`src/rtl/tag_cmd_pkg.sv`:
```
package tag_cmd_pkg;

  typedef enum logic [3:0] {
    ST_INIT,
    ST_IDLE,
    ST_LOGIN,
    ST_PW_OLD,
    ST_PW_NEW,
    ST_WW_ADDR,
    ST_WW_DATA,
    ST_SEL,
    ST_BUSY
  } cmd_state_e;

  // Command blocks, bit 8 received first, bit 0 is the even-parity bit
  localparam logic [8:0] OP_LOGIN = 9'b000000011;
  localparam logic [8:0] OP_WRPW  = 9'b000100010;
  localparam logic [8:0] OP_WRWD  = 9'b000100100;
  localparam logic [8:0] OP_SELRD = 9'b000010100;
  localparam logic [8:0] OP_RESET = 9'b100000001;

  localparam int CTRL_W   = 18;
  localparam int CHK_BIT  = 16;
  localparam int RAW_BIT  = 17;

endpackage

```
`src/rtl/tag_word_store.sv`:
```
module tag_word_store #(
  parameter int W       = 32,
  parameter int N_WORDS = 32,
  parameter int CTRL_W  = 18,
  localparam int AW     = $clog2(N_WORDS)
) (
  input  logic              clk,
  input  logic              rst_n,
  input  logic              we,
  input  logic [AW-1:0]     waddr,
  input  logic [W-1:0]      wdata,
  input  logic [AW-1:0]     raddr,
  output logic [W-1:0]      rdata,
  output logic [W-1:0]      pw_o,
  output logic [W-1:0]      prot_o,
  output logic [CTRL_W-1:0] ctrl_o
);

  logic [W-1:0] mem_q [N_WORDS];

  for (genvar i = 0; i < N_WORDS; i++) begin : g_word
    logic hit;
    assign hit = we && (waddr == AW'(i));
    always_ff @(posedge clk or negedge rst_n) begin
      if (!rst_n)   mem_q[i] <= '0;
      else if (hit) mem_q[i] <= wdata;
    end
  end

  // the password word is never readable
  assign rdata  = (raddr == '0) ? '0 : mem_q[raddr];
  assign pw_o   = mem_q[0];
  assign prot_o = mem_q[1];
  assign ctrl_o = mem_q[2][CTRL_W-1:0];

endmodule

```
`src/rtl/tag_wr_policy.sv`:
```
module tag_wr_policy #(
  parameter int AW = 5
) (
  input  logic [AW-1:0] waddr,
  input  logic          logged_in,
  input  logic          chk_en,
  input  logic [7:0]    inh_first,
  input  logic [7:0]    inh_last,
  output logic          allow
);

  logic [7:0] a8;
  logic       inhibited;

  assign a8        = 8'(waddr);
  assign inhibited = (a8 >= inh_first) && (a8 <= inh_last);

  always_comb begin
    if (a8 == 8'd0)      allow = 1'b0;
    else if (a8 <= 8'd2) allow = logged_in && !inhibited;
    else                 allow = !inhibited && (!chk_en || logged_in);
  end

endmodule

```
`src/rtl/tag_busy_timer.sv`:
```
module tag_busy_timer #(
  parameter int CYCLES = 3200,
  localparam int CW    = $clog2(CYCLES)
) (
  input  logic clk,
  input  logic rst_n,
  input  logic run,
  output logic done
);

  logic [CW-1:0] cnt_q, cnt_d;

  always_comb begin
    cnt_d = run ? cnt_q + 1'b1 : '0;
  end

  always_ff @(posedge clk or negedge rst_n) begin
    if (!rst_n) cnt_q <= '0;
    else        cnt_q <= cnt_d;
  end

  assign done = run && (cnt_q == CW'(CYCLES - 1));

endmodule

```
`src/rtl/tag_cmd_ctrl.sv`:
```
module tag_cmd_ctrl
  import tag_cmd_pkg::*;
#(
  parameter int W        = 32,
  parameter int N_WORDS  = 32,
  parameter int BIT_CLKS = 64,
  localparam int AW      = $clog2(N_WORDS),
  localparam int EE_CYC  = (BIT_CLKS == 64) ? 3200 : 2624
) (
  input  logic          clk,
  input  logic          rst_n,
  input  logic          blk_vld,
  input  logic [8:0]    blk_bits,
  input  logic          blk_par_ok,
  input  logic          wrd_vld,
  input  logic [W-1:0]  wrd_data,
  input  logic          wrd_par_ok,
  input  logic          pwr_ok,
  input  logic [AW-1:0] rd_addr,
  output logic [W-1:0]  rd_data,
  output logic          ack,
  output logic          nak,
  output logic          logged_in,
  output logic          ee_we,
  output logic [AW-1:0] ee_addr,
  output logic [W-1:0]  ee_wdata,
  output logic          sel_vld,
  output logic [7:0]    sel_first,
  output logic [7:0]    sel_last,
  output logic          raw_req,
  output logic [7:0]    std_first,
  output logic [7:0]    std_last,
  output logic [7:0]    rp_first,
  output logic [7:0]    rp_last
);

  cmd_state_e        state_q, state_d;
  logic              login_q, login_d;
  logic [AW-1:0]     addr_q, addr_d;
  logic              aok_q, aok_d;
  logic [W-1:0]      wdat_q, wdat_d;
  logic              pwwr_q, pwwr_d;
  logic [W-1:0]      prot_q, prot_d;
  logic [CTRL_W-1:0] ctrl_q, ctrl_d;
  logic              ack_q, ack_d, nak_q, nak_d, we_q, we_d;
  logic              sel_q, sel_d, raw_q, raw_d;
  logic [7:0]        self_q, self_d, sell_q, sell_d;

  logic [W-1:0]      st_pw, st_prot;
  logic [CTRL_W-1:0] st_ctrl;
  logic              allow, done;
  logic              wrd_ok;

  tag_word_store #(.W(W), .N_WORDS(N_WORDS), .CTRL_W(CTRL_W)) u_store (
    .clk(clk), .rst_n(rst_n), .we(we_d), .waddr(addr_q), .wdata(wdat_q),
    .raddr(rd_addr), .rdata(rd_data),
    .pw_o(st_pw), .prot_o(st_prot), .ctrl_o(st_ctrl)
  );

  tag_wr_policy #(.AW(AW)) u_policy (
    .waddr(addr_q), .logged_in(login_q), .chk_en(ctrl_q[CHK_BIT]),
    .inh_first(prot_q[23:16]), .inh_last(prot_q[31:24]), .allow(allow)
  );

  tag_busy_timer #(.CYCLES(EE_CYC)) u_timer (
    .clk(clk), .rst_n(rst_n), .run(state_q == ST_BUSY), .done(done)
  );

  assign wrd_ok = wrd_vld && wrd_par_ok;

  always_comb begin
    state_d = state_q;  login_d = login_q;  addr_d = addr_q;  aok_d = aok_q;
    wdat_d  = wdat_q;   pwwr_d  = pwwr_q;   prot_d = prot_q;  ctrl_d = ctrl_q;
    self_d  = self_q;   sell_d  = sell_q;
    ack_d = 1'b0; nak_d = 1'b0; we_d = 1'b0; sel_d = 1'b0; raw_d = 1'b0;
    unique case (state_q)
      ST_INIT: begin
        prot_d  = st_prot;
        ctrl_d  = st_ctrl;
        state_d = ST_IDLE;
      end
      ST_IDLE: if (blk_vld) begin
        if (!blk_par_ok) nak_d = 1'b1;
        else begin
          unique case (blk_bits)
            OP_LOGIN: state_d = ST_LOGIN;
            OP_WRPW:  state_d = ST_PW_OLD;
            OP_WRWD:  state_d = ST_WW_ADDR;
            OP_SELRD: state_d = ST_SEL;
            OP_RESET: begin ack_d = 1'b1; login_d = 1'b0; state_d = ST_INIT; end
            default:  nak_d = 1'b1;
          endcase
        end
      end
      ST_LOGIN: if (blk_vld) begin
        nak_d = 1'b1; state_d = ST_IDLE;
      end else if (wrd_vld) begin
        login_d = wrd_ok && (wrd_data == st_pw);
        ack_d   = login_d;
        nak_d   = !login_d;
        state_d = ST_IDLE;
      end
      ST_PW_OLD: if (blk_vld) begin
        nak_d = 1'b1; state_d = ST_IDLE;
      end else if (wrd_vld) begin
        if (wrd_ok && (wrd_data == st_pw)) begin ack_d = 1'b1; state_d = ST_PW_NEW; end
        else begin nak_d = 1'b1; state_d = ST_IDLE; end
      end
      ST_PW_NEW: if (blk_vld) begin
        nak_d = 1'b1; state_d = ST_IDLE;
      end else if (wrd_vld) begin
        if (wrd_ok) begin
          ack_d = 1'b1; wdat_d = wrd_data; addr_d = '0; pwwr_d = 1'b1; state_d = ST_BUSY;
        end else begin
          nak_d = 1'b1; state_d = ST_IDLE;
        end
      end
      ST_WW_ADDR: if (wrd_vld) begin
        nak_d = 1'b1; state_d = ST_IDLE;
      end else if (blk_vld) begin
        if (blk_par_ok) begin
          addr_d  = blk_bits[AW:1];
          aok_d   = (blk_bits[8:AW+1] == '0);
          state_d = ST_WW_DATA;
        end else begin
          nak_d = 1'b1; state_d = ST_IDLE;
        end
      end
      ST_WW_DATA: if (blk_vld) begin
        nak_d = 1'b1; state_d = ST_IDLE;
      end else if (wrd_vld) begin
        if (wrd_ok && aok_q && allow && pwr_ok) begin
          ack_d = 1'b1; wdat_d = wrd_data; pwwr_d = 1'b0; state_d = ST_BUSY;
        end else begin
          nak_d = 1'b1; state_d = ST_IDLE;
        end
      end
      ST_SEL: if (blk_vld) begin
        nak_d = 1'b1; state_d = ST_IDLE;
      end else if (wrd_vld) begin
        if (wrd_par_ok) begin
          ack_d = 1'b1; sel_d = 1'b1;
          self_d = wrd_data[7:0]; sell_d = wrd_data[15:8];
        end else nak_d = 1'b1;
        state_d = ST_IDLE;
      end
      ST_BUSY: if (done) begin
        ack_d = 1'b1; we_d = 1'b1;
        raw_d = !pwwr_q && ctrl_q[RAW_BIT];
        state_d = ST_IDLE;
      end
      default: state_d = ST_IDLE;
    endcase
  end

  always_ff @(posedge clk or negedge rst_n) begin
    if (!rst_n) begin
      state_q <= ST_INIT; login_q <= 1'b0; addr_q <= '0; aok_q <= 1'b0;
      wdat_q  <= '0;      pwwr_q  <= 1'b0; prot_q <= '0; ctrl_q <= '0;
      ack_q   <= 1'b0;    nak_q   <= 1'b0; we_q   <= 1'b0;
      sel_q   <= 1'b0;    raw_q   <= 1'b0; self_q <= '0; sell_q <= '0;
    end else begin
      state_q <= state_d; login_q <= login_d; addr_q <= addr_d; aok_q <= aok_d;
      wdat_q  <= wdat_d;  pwwr_q  <= pwwr_d;  prot_q <= prot_d; ctrl_q <= ctrl_d;
      ack_q   <= ack_d;   nak_q   <= nak_d;   we_q   <= we_d;
      sel_q   <= sel_d;   raw_q   <= raw_d;   self_q <= self_d; sell_q <= sell_d;
    end
  end

  assign ack       = ack_q;
  assign nak       = nak_q;
  assign logged_in = login_q;
  assign ee_we     = we_q;
  assign ee_addr   = addr_q;
  assign ee_wdata  = wdat_q;
  assign sel_vld   = sel_q;
  assign sel_first = self_q;
  assign sel_last  = sell_q;
  assign raw_req   = raw_q;
  assign std_first = ctrl_q[7:0];
  assign std_last  = ctrl_q[15:8];
  assign rp_first  = prot_q[7:0];
  assign rp_last   = prot_q[15:8];

endmodule

```
`config.mk`:
```
export PLATFORM = sky130hd
export DESIGN_NAME = tag_cmd_ctrl
export DESIGN_NICKNAME = d
export VERILOG_FILES = /design/src/rtl/tag_cmd_pkg.sv /design/src/rtl/tag_word_store.sv /design/src/rtl/tag_wr_policy.sv /design/src/rtl/tag_busy_timer.sv /design/src/rtl/tag_cmd_ctrl.sv
export SDC_FILE = /design/constraint.sdc
export NUM_CORES = 2
export LEC_CHECK = 0
export ABC_CLOCK_PERIOD_IN_PS = 2800
export BUFFER_PORTS_ARGS = -buffer_cell sky130_fd_sc_hd__buf_2
export CAP_MARGIN = 15
export CORE_MARGIN = 2
export CORE_UTILIZATION = 48
export CTS_CLUSTER_SIZE = 12
export DETAILED_ROUTE_END_ITERATION = 8
export PLACE_DENSITY_LB_ADDON = 0.05
export SYNTH_ARGS = -nofsm -noshare
export SYNTH_HDL_FRONTEND = slang
export SYNTH_SLANG_ARGS = --single-unit
```
`constraint.sdc`:
```
create_clock -name clk -period 2.8 [get_ports clk]
set_clock_uncertainty 0.1 [all_clocks]
set_input_delay 0.14 -clock clk [delete_from_list [all_inputs] [get_ports clk]]
set_output_delay 0.14 -clock clk [all_outputs]
set_load 0.05 [all_outputs]
```
==> key figures <==
Clocking
  • Longest Clk Path Bufs: 3
  • CTS tree: done
  • Reg clk slew, reported paths: roughly 0.06 ns
  • Root Buffer Master: clkbuf_16
  • Clk Latency, worst-skew pair: 0.74 ns
  • CTS sink cnt: 1151
  • Number of buffers created by CTS: 130
  • CTS H-tree lvls: 4

STA
  • Final Hold Vio Count: 0
  • Tightest Pin Transition: 1.18 ns
  • Final setup violation count: 932
  • Max Slew Vio Count: 0
  • Slew margin rel.: 21.3%
  • Minimum clock period: 2.98 ns
  • PnR worst setup slack: -0.176 ns
  • Fin crit share: 106%
  • RSZ-0062 raised after global routing: true
  • Fmax: 336 MHz
  • Total negative slack: -75.30 ns

Synth
  • Mapped Nets: roughly 3300
  • FF+latch count, synth: approximately 1200
  • Top post-synthesis cells by area: dfrtp_1 (54%), mux2_2 (23%), mux4_2 (14%)
  • Synthesized area per cell: ~16 sq um
  • Post-synth ARST share: 100%
  • Synth Warn #: 0
  • EDFF count, synth: 0
  • Post-Syn Instances: 3280
  • Synth top area share: a little over half
  • Top_reg_cell synth: dfrtp_1
  • Unique cell type count in the Yosys netlist: 66
  • Sequential share of the synthesized area: 54.4%
  • Synthesized cell area: 0.0529 sq mm
  • Synth area leader: dfrtp_1

Floorplan
  • IO Count: 176
  • Die ar.: 0.113 sq mm
  • Core area: between 0.1 and 0.15 sq mm
  • Die Ht: 336 um
  • Row cnt: roughly 120
  • Die width: 336 um
  • Initial core utilization: around half

Layout
  • Most frequent cells in the layout: dfrtp_1 (1146), mux2_2 (837), mux4_2 (320)
  • Layout cell share with drive strength beyond 1: 57.9%
  • FF+latch area: 0.0288 sq mm
  • Multi-input logic area: 0.0232 sq mm
  • Final net count: about 3700
  • P&R area growth vs syn: 21.4%
  • Most common cell after layout, fill and taps aside: dfrtp_1
  • Finished Core Util: 58.8%
  • Fillers: 8310

Run status
  • Failing checks: setup timing
  • Outcome: finished, violations left

Route
  • Number of remaining DRC errors: 0
  • DRT iter0 DRCs: 2121
  • Antenna Nets Post-Route: 0
  • WL final: 158000 um
  • Initial DRT Pass Iterations: 5
  • Routed len/inst: 30.3 um
  • Via Count: 31058
  • Vias per Instance: between 5 and 6

Worst setup path
  • Worst Path Buf+Inv: 4
  • Crit Path Class: reg2reg
  • CP peak stage delay: 0.43 ns
  • Crit path DAT: 3.47 ns
  • Critical path startpoint category: register
  • Crit-path slowest cell: or4_4
  • Worst-path fanout max: 8
  • CP delay by family, top: simple AND/OR/NAND/NOR gates
  • CP cell instances: or3_1 -> or4_4 -> or2_4 -> inv_12 -> nand4_4 -> buf_6 -> nor2_4 -> buf_12 -> buf_16 -> mux2_4
  • Req. time, crit path: 3.30 ns
  • CP Capture Type: register

Place
  • Dpl hpwl: 96700 um
  • Routability congestion estimate from global placement: 0.838
  • Port Buffers: 175

Min path
  • Worst Hold Class: in2reg

GRT
  • First-pass GRT wire length: 227000 um
  • Grt total ovfl: 0
  • Initial antenna violation count: 2
  • All-layer global routing usage: 27.5%
  • Largest net degree at the start of global routing: between 100 and 150
  • Vias in the first global route: roughly 34000

Run
  • MaxCap Viol Count: 0

Pwr
  • Total Power: roughly 0.035 W
  • Max rail drop VDD: 0.520 mV
  • Leak Pwr: 31.0 nW
  • Power density cells: 550 mW/mm^2
==> power by group <==
group / leakage (nW) / total, W / internal [W] / switching [W]
logic: 12.8 / 0.00174 / 0.000611 / 0.00113
clock network: 2.08 / 0.0169 / 0.0102 / 0.00674
registers: 16.1 / 0.0167 / 0.0167 / 0.0000174
==> cell families after synthesis <==
| family | synth area share [%] |
|---|---|
| multiplexers | 38.0 |
| flip-flops | 54.4 |
| buffers and inverters | 3.82 |
| AND/OR/NAND/NOR | 2.16 |
| AO/OA/AOI/OAI | 0.752 |
| XOR/XNOR | 0.612 |
| adder cells (fa/ha/maj) | 0.260 |
==> sequential cells by signal, indices dropped and copies added (netlist names), 4 cells and up <==
name	flops
ctrl_q	18
sel_first	8
u_store.pw_o	32
u_store.mem_q	942
u_timer.cnt_q	12
ee_wdata	32
u_store.ctrl_o	18
u_store.prot_o	32
ee_addr	5
sel_last	8
prot_q	32
state_q	4
==> per-stage QoR <==
stage	instance area, sq um	setup WS (ns)	hold WS [ns]	std cells
global route	64200	-0.255	0.0743	5194
CTS	62500	-0.190	0.00196	5142
floorplan	53000	0.000155	-0.256	3280
global placement	56700	-0.284	0.123	4834
detailed placement	56700	-0.293	0.130	4834
finish	64200	-0.176	0.0549	5195
==> Yosys cell counts, types with 4 or more instances <==
| library cell | n |
|---|---|
| a21oi_1 | 12 |
| buf_1 | 33 |
| buf_2 | 22 |
| buf_4 | 69 |
| buf_6 | 46 |
| clkbuf_1 | 151 |
| dfrtp_1 | 1151 |
| ha_1 | 11 |
| inv_1 | 24 |
| mux2_1 | 57 |
| mux2_2 | 1058 |
| mux2i_1 | 33 |
| mux4_2 | 320 |
| nand2_1 | 36 |
| nand2b_1 | 7 |
| nand3_1 | 18 |
| nand3_2 | 4 |
| nand4_1 | 12 |
| nor2_1 | 63 |
| nor2_2 | 12 |
| nor2_4 | 4 |
| nor2b_1 | 5 |
| nor3_1 | 5 |
| nor3_4 | 4 |
| o21ai_0 | 22 |
| or3_1 | 6 |
| xnor2_1 | 33 |
| xor2_1 | 4 |
==> metal layers <==
layer  vias up  share of wire [%]  wire length [um]  global-route usage (%)
li1      12860                  -                 -                       -
met1     17191                 44             68900                    37.6
met2       774                 49             77300                    45.6
met3       233                4.3              6830                    4.15
met4         0                2.9              4560                    8.58
met5         -                  0                 0                       0
==> final timing paths <==
kind | start | endpoint | slack (ns) | cells after the start
setup / recovery | u_timer.cnt_q[9] | u_store.mem_q[153] | -0.18 | 10
hold / removal | pwr_ok | pwwr_q | 0.05 | 7
setup reg to reg | u_timer.cnt_q[9] | u_store.mem_q[153] | -0.18 | 10
hold reg to reg | pwwr_q | raw_req | 0.36 | 1
max in group asynchronous | rst_n | prot_q[31] | 1.71 | 4
min in group asynchronous | rst_n | u_store.mem_q[552] | 0.26 | 3
==> cell type report <==
cell class	instances	area share [%]
Sequential cell	1151	44.9
Timing Repair Buffer	547	9.35
Clock inverter	18	0.358
Tap cell	1476	2.88
Multi-Input combinational cell	1778	36.2
Inverter	25	0.166
Antenna cell	1	0.00390
Clock buffer	199	6.20
==> worst min-delay path, delay by kind of cell <==
kind / cells / cell delay (ns)
compound gates: 3 / 0.28
buf+inv: 2 / 0.24
simple gates: 2 / 0.20
==> timing repair <==
action | in CTS | in global routing
pin swaps | 12 | 12
setup buffers | 32 | 28
resized for setup | 143 | 251
gates cloned | 8 | 23
hold buffers | 52 | 0
endpoints found under the setup margin | 1051 | 1058
hold endpoints to repair | 863 | 0
No activity file was read; power rests on OpenSTA's default activity.
